## config.mk

```make
export PLATFORM = sky130hd
export DESIGN_NAME = sdcard_host_regs
export DESIGN_NICKNAME = d
export VERILOG_FILES = /design/src/rtl/sdh_pkg.sv /design/src/rtl/sdh_clkgen.sv /design/src/rtl/sdh_txshift.sv /design/src/rtl/sdh_rxshift.sv /design/src/rtl/sdcard_host_regs.sv
export SDC_FILE = /design/constraint.sdc
export NUM_CORES = 1
export LEC_CHECK = 0
export ABC_AREA = 1
export BUFFER_PORTS_ARGS = -buffer_cell sky130_fd_sc_hd__buf_2
export CAP_MARGIN = 30
export CORE_ASPECT_RATIO = 1.25
export CORE_MARGIN = 2
export CORE_UTILIZATION = 34
export CTS_CLUSTER_DIAMETER = 80
export DETAILED_ROUTE_END_ITERATION = 8
export SLEW_MARGIN = 20
export SYNTH_ARGS = -nofsm -noshare
export SYNTH_HDL_FRONTEND = slang
export SYNTH_SLANG_ARGS = --single-unit
```

## constraint.sdc

```tcl
create_clock -name clk -period 3.35 [get_ports clk]
set_input_delay 0.335 -clock clk [delete_from_list [all_inputs] [get_ports clk]]
set_output_delay 0.335 -clock clk [all_outputs]
set_load 0.02 [all_outputs]
```

## src/rtl/sdh_pkg.sv

```systemverilog
package sdh_pkg;
  localparam int BUS_W = 32;
  localparam int CMD_W = 8;
  localparam int NCH   = 4;

  localparam logic [2:0] IX_DIV  = 3'd0;
  localparam logic [2:0] IX_ENA  = 3'd1;
  localparam logic [2:0] IX_PEND = 3'd2;
  localparam logic [2:0] IX_GO   = 3'd3;
  localparam logic [2:0] IX_CMD  = 3'd4;
  localparam logic [2:0] IX_DAT  = 3'd5;

  localparam int CH_CTX = 0;
  localparam int CH_CRX = 1;
  localparam int CH_DTX = 2;
  localparam int CH_DRX = 3;

  localparam int GO_CTX = 0;
  localparam int GO_DRX = 1;
endpackage

```

## src/rtl/sdh_clkgen.sv

```systemverilog
module sdh_clkgen #(
  parameter int DIV_W = 8
) (
  input  logic             clk,
  input  logic             rst,
  input  logic [DIV_W-1:0] div,
  output logic             sck,
  output logic             fall_evt,
  output logic             rise_evt
);
  logic [DIV_W-1:0] cnt;
  logic             hit;

  assign hit      = (cnt >= div);
  assign fall_evt = hit & sck;
  assign rise_evt = hit & ~sck;

  always_ff @(posedge clk) begin
    if (rst) begin
      cnt <= '0;
      sck <= 1'b0;
    end else if (hit) begin
      cnt <= '0;
      sck <= ~sck;
    end else begin
      cnt <= cnt + 1'b1;
    end
  end


  sck_edge_chk: assert property (@(posedge clk) disable iff (rst)
    !$stable(sck) |-> $past(fall_evt || rise_evt));
endmodule

```

## src/rtl/sdh_txshift.sv

```systemverilog
module sdh_txshift #(
  parameter int W = 8
) (
  input  logic         clk,
  input  logic         rst,
  input  logic         launch,
  input  logic [W-1:0] word,
  input  logic         fall_evt,
  input  logic         rise_evt,
  output logic         line,
  output logic         busy
);
  localparam int CW = $clog2(W + 1);
  localparam logic [CW-1:0] FULL = CW'(W);

  logic [W-1:0]  sr;
  logic [CW-1:0] sent;

  always_ff @(posedge clk) begin
    if (rst) begin
      sr   <= '0;
      sent <= '0;
      busy <= 1'b0;
      line <= 1'b1;
    end else if (launch) begin
      sr   <= word;
      sent <= '0;
      busy <= 1'b1;
    end else if (busy) begin
      if (fall_evt && sent != FULL) begin
        line <= sr[W-1];
        sr   <= {sr[W-2:0], 1'b0};
        sent <= sent + 1'b1;
      end else if (rise_evt && sent == FULL) begin
        busy <= 1'b0;
      end
    end else if (fall_evt) begin
      line <= 1'b1;
    end
  end


  busy_end_chk: assert property (@(posedge clk) disable iff (rst)
    $fell(busy) |-> $past(rise_evt));


  line_hold_chk: assert property (@(posedge clk) disable iff (rst)
    !$past(fall_evt) |-> $stable(line));
endmodule

```

## src/rtl/sdh_rxshift.sv

```systemverilog
module sdh_rxshift #(
  parameter int W    = 8,
  parameter bit HUNT = 1'b1
) (
  input  logic         clk,
  input  logic         rst,
  input  logic         arm,
  input  logic         kick,
  input  logic         line,
  input  logic         rise_evt,
  output logic [W-1:0] word,
  output logic         done
);
  localparam int CW = $clog2(W);
  localparam logic [CW-1:0] LAST = CW'(W - 1);
  localparam logic [CW-1:0] GOT0 = HUNT ? CW'(1) : '0;

  logic [W-1:0]  sr;
  logic [CW-1:0] got;
  logic          active;
  logic          begin_now;

  generate
    if (HUNT) begin : g_hunt
      logic unused_kick;
      assign unused_kick = kick;
      assign begin_now   = arm & rise_evt & ~line;
    end else begin : g_kick
      assign begin_now = arm & kick;
    end
  endgenerate

  always_ff @(posedge clk) begin
    if (rst) begin
      sr     <= '0;
      got    <= '0;
      active <= 1'b0;
      word   <= '0;
      done   <= 1'b0;
    end else begin
      done <= 1'b0;
      if (!active) begin
        if (begin_now) begin
          active <= 1'b1;
          got    <= GOT0;
          sr     <= '0;
        end
      end else if (rise_evt) begin
        sr <= {sr[W-2:0], line};
        if (got == LAST) begin
          active <= 1'b0;
          got    <= '0;
          word   <= {sr[W-2:0], line};
          done   <= 1'b1;
        end else begin
          got <= got + 1'b1;
        end
      end
    end
  end


  done_rise_chk: assert property (@(posedge clk) disable iff (rst)
    done |-> $past(rise_evt));


  word_hold_chk: assert property (@(posedge clk) disable iff (rst)
    !$stable(word) |-> done);
endmodule

```

## src/rtl/sdcard_host_regs.sv

```systemverilog
module sdcard_host_regs
  import sdh_pkg::*;
#(
  parameter int ADDR_W = 5,
  parameter int DIV_W  = 8
) (
  input  logic              clk,
  input  logic              rst,
  input  logic [ADDR_W-1:0] bus_addr,
  input  logic              bus_wr,
  input  logic              bus_rd,
  input  logic [31:0]       bus_wdata,
  output logic [31:0]       bus_rdata,
  input  logic              card_present,
  output logic              card_sck,
  output logic              cmd_out,
  input  logic              cmd_in,
  output logic              dat_out,
  input  logic              dat_in
);
  logic [2:0]       idx;
  logic [DIV_W-1:0] div_q;
  logic [NCH-1:0]   ena_q;
  logic [1:0]       go_q;
  logic [CMD_W-1:0] cmd_hold;
  logic             pend_crx, pend_drx;
  logic             fall_evt, rise_evt;
  logic             ctx_busy, dtx_busy;
  logic             ctx_launch, dtx_launch, drx_kick;
  logic             crx_done, drx_done;
  logic [CMD_W-1:0] crx_word;
  logic [BUS_W-1:0] drx_word;
  logic             unused_addr;

  assign idx         = bus_addr[4:2];
  assign unused_addr = ^bus_addr;

  assign ctx_launch = bus_wr && idx == IX_GO && bus_wdata[GO_CTX] &&
                      ena_q[CH_CTX] && card_present && !ctx_busy;
  assign dtx_launch = bus_wr && idx == IX_DAT &&
                      ena_q[CH_DTX] && card_present && !dtx_busy;
  assign drx_kick   = bus_wr && idx == IX_GO && bus_wdata[GO_DRX];

  sdh_clkgen #(.DIV_W(DIV_W)) u_clk (
    .clk(clk), .rst(rst), .div(div_q),
    .sck(card_sck), .fall_evt(fall_evt), .rise_evt(rise_evt)
  );

  sdh_txshift #(.W(CMD_W)) u_ctx (
    .clk(clk), .rst(rst), .launch(ctx_launch), .word(cmd_hold),
    .fall_evt(fall_evt), .rise_evt(rise_evt), .line(cmd_out), .busy(ctx_busy)
  );

  sdh_txshift #(.W(BUS_W)) u_dtx (
    .clk(clk), .rst(rst), .launch(dtx_launch), .word(bus_wdata),
    .fall_evt(fall_evt), .rise_evt(rise_evt), .line(dat_out), .busy(dtx_busy)
  );

  sdh_rxshift #(.W(CMD_W), .HUNT(1'b1)) u_crx (
    .clk(clk), .rst(rst),
    .arm(ena_q[CH_CRX] && card_present && !pend_crx), .kick(1'b0),
    .line(cmd_in), .rise_evt(rise_evt), .word(crx_word), .done(crx_done)
  );

  sdh_rxshift #(.W(BUS_W), .HUNT(1'b0)) u_drx (
    .clk(clk), .rst(rst),
    .arm(ena_q[CH_DRX] && card_present), .kick(drx_kick),
    .line(dat_in), .rise_evt(rise_evt), .word(drx_word), .done(drx_done)
  );

  always_ff @(posedge clk) begin
    if (rst) begin
      div_q    <= '0;
      ena_q    <= '0;
      go_q     <= '0;
      cmd_hold <= '0;
    end else if (bus_wr) begin
      case (idx)
        IX_DIV: div_q <= bus_wdata[DIV_W-1:0];
        IX_ENA: ena_q <= bus_wdata[NCH-1:0];
        IX_GO:  go_q  <= bus_wdata[1:0];
        IX_CMD: if (card_present) cmd_hold <= bus_wdata[CMD_W-1:0];
        default: ;
      endcase
    end
  end

  always_ff @(posedge clk) begin
    if (rst) begin
      pend_crx <= 1'b0;
      pend_drx <= 1'b0;
    end else begin
      if (crx_done)
        pend_crx <= 1'b1;
      else if (bus_wr && idx == IX_PEND && bus_wdata[CH_CRX])
        pend_crx <= 1'b0;
      if (drx_done)
        pend_drx <= 1'b1;
      else if (bus_wr && idx == IX_PEND && bus_wdata[CH_DRX])
        pend_drx <= 1'b0;
    end
  end

  always_ff @(posedge clk) begin
    if (rst) begin
      bus_rdata <= '0;
    end else if (bus_rd) begin
      case (idx)
        IX_DIV:  bus_rdata <= BUS_W'(div_q);
        IX_ENA:  bus_rdata <= BUS_W'(ena_q);
        IX_PEND: bus_rdata <= BUS_W'({pend_drx, dtx_busy, pend_crx, ctx_busy});
        IX_GO:   bus_rdata <= BUS_W'(go_q);
        IX_CMD:  bus_rdata <= card_present ? BUS_W'(crx_word) : BUS_W'(8'hFF);
        IX_DAT:  bus_rdata <= card_present ? drx_word : '1;
        default: bus_rdata <= '0;
      endcase
    end
  end


  absent_cmd_chk: assert property (@(posedge clk) disable iff (rst)
    (bus_rd && idx == IX_CMD && !card_present) |=> (bus_rdata == 32'h0000_00FF));


  hold_keep_chk: assert property (@(posedge clk) disable iff (rst)
    (bus_wr && idx == IX_CMD && !card_present) |=> $stable(cmd_hold));


  clear_src_chk: assert property (@(posedge clk) disable iff (rst)
    $fell(pend_crx) |-> $past(bus_wr && idx == IX_PEND && bus_wdata[CH_CRX]));
endmodule

```

==> impl_results.md <==
- Fmax: 392 MHz
- TritonRoute pass-1 iters: 5
- Fillers: 2767
- Pins Over Slew Limit: 0
- Total die area: 0.0275 mm^2
- Core Area: 0.0259 mm^2
- Iter 0 DRT Violations: 479
- Initial antenna violation count: 0
- Worst slew pin tran: 0.947 ns
- Via/cell ratio: 4.92
- Root buffer cell: clkbuf_16
- Dpl hpwl: 14000 um
- Final Setup Violations: 0
- Status: finished clean
- Avg WL per Cell: 13.6 um
- Synthesized Nets: 1251
- Avg Cell Area, Syn: 7.48 um^2
- Post-synth EDFFs: 0
- Area Overhead vs Synth: 14.6%
- Site Rows: 66
- First-pass GRT wire length: 36100 um
- Post-Syn Area: 0.00890 mm^2
- Warnings, synthesis: 0
- CTS tree: done
- Final Cell Area: 0.0102 mm^2
- Dpl cell area: 0.00946 mm^2
- WHS: 0.0497 ns
- Sequential-to-total area share from yosys stat: 0.470
- Final Hold Fails: 0
- Hold Buf Count CTS: 0
- Initial core utilization: 0.343
- Slowest cell on the critical path: nand3_2
- Slowest stage delay, CP: 0.40 ns
- Vias in the first global route: 7385
- Clock transition at the registers of the reported paths: 0.06 ns
- Worst-path maximum fanout: 31
- Primary FF master, synth: dfxtp_1
- Most frequent CP cell: nand2_1
- GPL Wtd Cong: 0.831
- Post-CTS Setup Bufs: 0
- Gr usage total: 0.157
- Crit. End Element: flip-flop
- Post-DRT Antenna Nets: 0
- PwrDens: 520 mW/mm^2
- DRC violations left: 0
- TNS Setup: 0 ns
- Async S/R FF share, synth: 0
- Clock Path Buffers: 3
- Share of layout cells above drive strength 1: 0.130
- Crit path kind: reg2reg
- Clk_skew: 0.00837 ns
- Routed WL: 21600 um
- Leak: 4.02 nW
- Maxcap violations: 0
- Nets: 1299
- Fin crit share: 0.762
- Mapped Cells: 1190
- Overflow left after global routing: 0
- Final Critical Period: 2.55 ns
- Num CTS Buffers: 23
- Slew Limit Headroom: 0.369
- Critical Path, Cell by Cell: inv_1 > ha_1 > nand2_1 > nor2_1 > nor2_1 > nand2_1 > nand2_1 > nand2_2 > nand3_2 > nand2_1 > buf_4 > nand2_1 > a21oi_1
- IO Port Bufs: 76
- Worst slack, placed: 0.782 ns
- RSZ-0062 raised after global routing: false
- Via Count: 7819
- Worst path required time: 3.77 ns
- Worst skew pair latency: 0.50 ns
- Clock sink count: 209
- Area occupied by multi-input gates: 0.00409 mm^2
- Register area: 0.00418 mm^2
- Crit path launch type: flip-flop
- Synth cell types: 39
- Die W: 149 um
- Post_cts resized: 0
- Vert. Die Dim: 185 um
- Worst Path Arrival: 2.98 ns
- Pin count of the biggest net entering global routing: 57
- Post-route worst setup slack: 0.796 ns
- Max H-tree Level: 1
- IO Pins: 79
- Antenna Diode Count: 0
- Maximum vdd drop: 0.340 mV
- Yosys reg bits: 209
- Hold Crit Class: in2reg
power breakdown:
part           total, mW  leakage [nW]  switching [mW]  internal, mW
clock               2.52         0.360           0.993          1.52
sequential          2.53          1.69          0.0183          2.51
combinational      0.263          1.98           0.194        0.0692
cells in the final DEF, fill, tap and decap left out, types with 2 or more instances in the layout:
| cell type | netlist | final |
|---|---|---|
| a31oi_1 | 4 | 4 |
| xor2_1 | 7 | 7 |
| nor3_1 | 7 | 7 |
| buf_4 | 15 | 17 |
| nand3_1 | 126 | 126 |
| inv_1 | 57 | 57 |
| clkinv_2 | 0 | 4 |
| nor2_2 | 2 | 2 |
| nor2_4 | 4 | 4 |
| clkbuf_16 | 0 | 23 |
| o21ai_0 | 61 | 61 |
| clkbuf_8 | 0 | 2 |
| inv_2 | 7 | 8 |
| clkbuf_1 | 33 | 3 |
| o31ai_1 | 2 | 2 |
| nand4_1 | 2 | 2 |
| o211ai_1 | 4 | 4 |
| xnor2_1 | 4 | 4 |
| buf_2 | 16 | 75 |
| nand2_2 | 3 | 3 |
| o21a_1 | 3 | 3 |
| bufinv_16 | 0 | 3 |
| a21oi_1 | 158 | 158 |
| nand3_2 | 12 | 12 |
| nor2_1 | 36 | 36 |
| clkinvlp_4 | 0 | 2 |
| ha_1 | 17 | 17 |
| o21ai_1 | 12 | 12 |
| nand4_4 | 2 | 2 |
| a41oi_1 | 3 | 3 |
| o22ai_1 | 2 | 2 |
| nand2_1 | 365 | 365 |
| clkinv_1 | 3 | 2 |
| dfxtp_1 | 209 | 209 |
cell type report:
| cell class | count | area share |
|---|---|---|
| sequential | 209 | 0.410 |
| multi-input combinational | 844 | 0.401 |
| clock buffer | 28 | 0.0602 |
| timing repair buffer | 93 | 0.0504 |
| tap | 340 | 0.0417 |
| inverter | 67 | 0.0246 |
| clock inverter | 9 | 0.0123 |
critical path, delay by kind of cell, from the launching register on:
kind	cells	cell delay, ns
and+or+nand+nor	9	1.28
buffers and inverters	2	0.41
DFF	1	0.33
AOI/OAI and AO/OA	1	0.15
adders and majority gates	1	0.29
through the flow:
step	utilization	total power, mW	instances
final	0.394	5.31	1590
after global placement	0.365	2.85	1552
after floorplan	-	2.74	1190
after CTS	0.393	5.37	1589
after detailed placement	0.365	2.85	1552
after global routing	0.394	5.49	1590
cells in the mapped netlist (2+ instances only):
cell        n  area (um^2)
o21ai_1    12         60.1
nand3_1   126          631
a21oi_1   158          791
o211ai_1    4         30.0
a31oi_1     4         25.0
ha_1       17          213
nand3_2    12          120
xnor2_1     4         35.0
inv_2       7         26.3
nand4_1     2         12.5
o31ai_1     2         15.0
inv_1      57          214
buf_6       5         56.3
nand2_1   365         1370
nand2_2     3         18.8
a41oi_1     3         26.3
buf_2      16         80.1
xor2_1      7         61.3
nand4_4     2         42.5
nor3_1      7         35.0
nor2_2      2         12.5
o22ai_1     2         12.5
nor2_1     36          135
buf_4      15          113
clkinv_1    3         11.3
o21a_1      3         22.5
o21ai_0    61          305
dfxtp_1   209         4180
nor2_4      4         45.0
clkbuf_1   33          124
logic make-up (layout without fill, tap and decap cells):
logic type / after synthesis / in the layout / share of synthesized area
AO/OA/AOI/OAI: 253 / 253 / 0.149
buffers and inverters: 137 / 197 / 0.0705
XOR/XNOR: 11 / 11 / 0.0108
AND/OR/NAND/NOR: 563 / 563 / 0.276
adder cells (fa/ha/maj): 17 / 17 / 0.0239
flip-flops: 209 / 209 / 0.470
registers in the layout (all words and copies together), names as in the netlist, 2 cells and up:
name and cells:
bus_rdata 32, cmd_hold 8, div_q 8, ena_q 4
go_q 2, u_clk.cnt 8, u_crx.got 3, u_crx.sr 7
u_crx.word 8, u_ctx.sent 4, u_ctx.sr 8, u_drx.got 5
u_drx.sr 31, u_drx.word 32, u_dtx.sent 6, u_dtx.sr 32
final timing paths:
check                   from       endpoint  slack [ns]  depth (start not counted)
setup / recovery    div_q[3]   u_dtx.sr[17]        0.80                         13
hold / removal        dat_in  u_drx.word[0]        0.05                          3
setup reg to reg    div_q[3]   u_dtx.sr[17]        0.80                         13
hold reg to reg   u_crx.done       pend_crx        0.44                          2
routing by layer:
layer | GRT usage | share of wire
met4 | 0.0484 | 0.027
met5 | 0 | 0
met3 | 0.0204 | 0.037
met2 | 0.275 | 0.48
met1 | 0.200 | 0.46
Power figures use the tool's default switching activity.
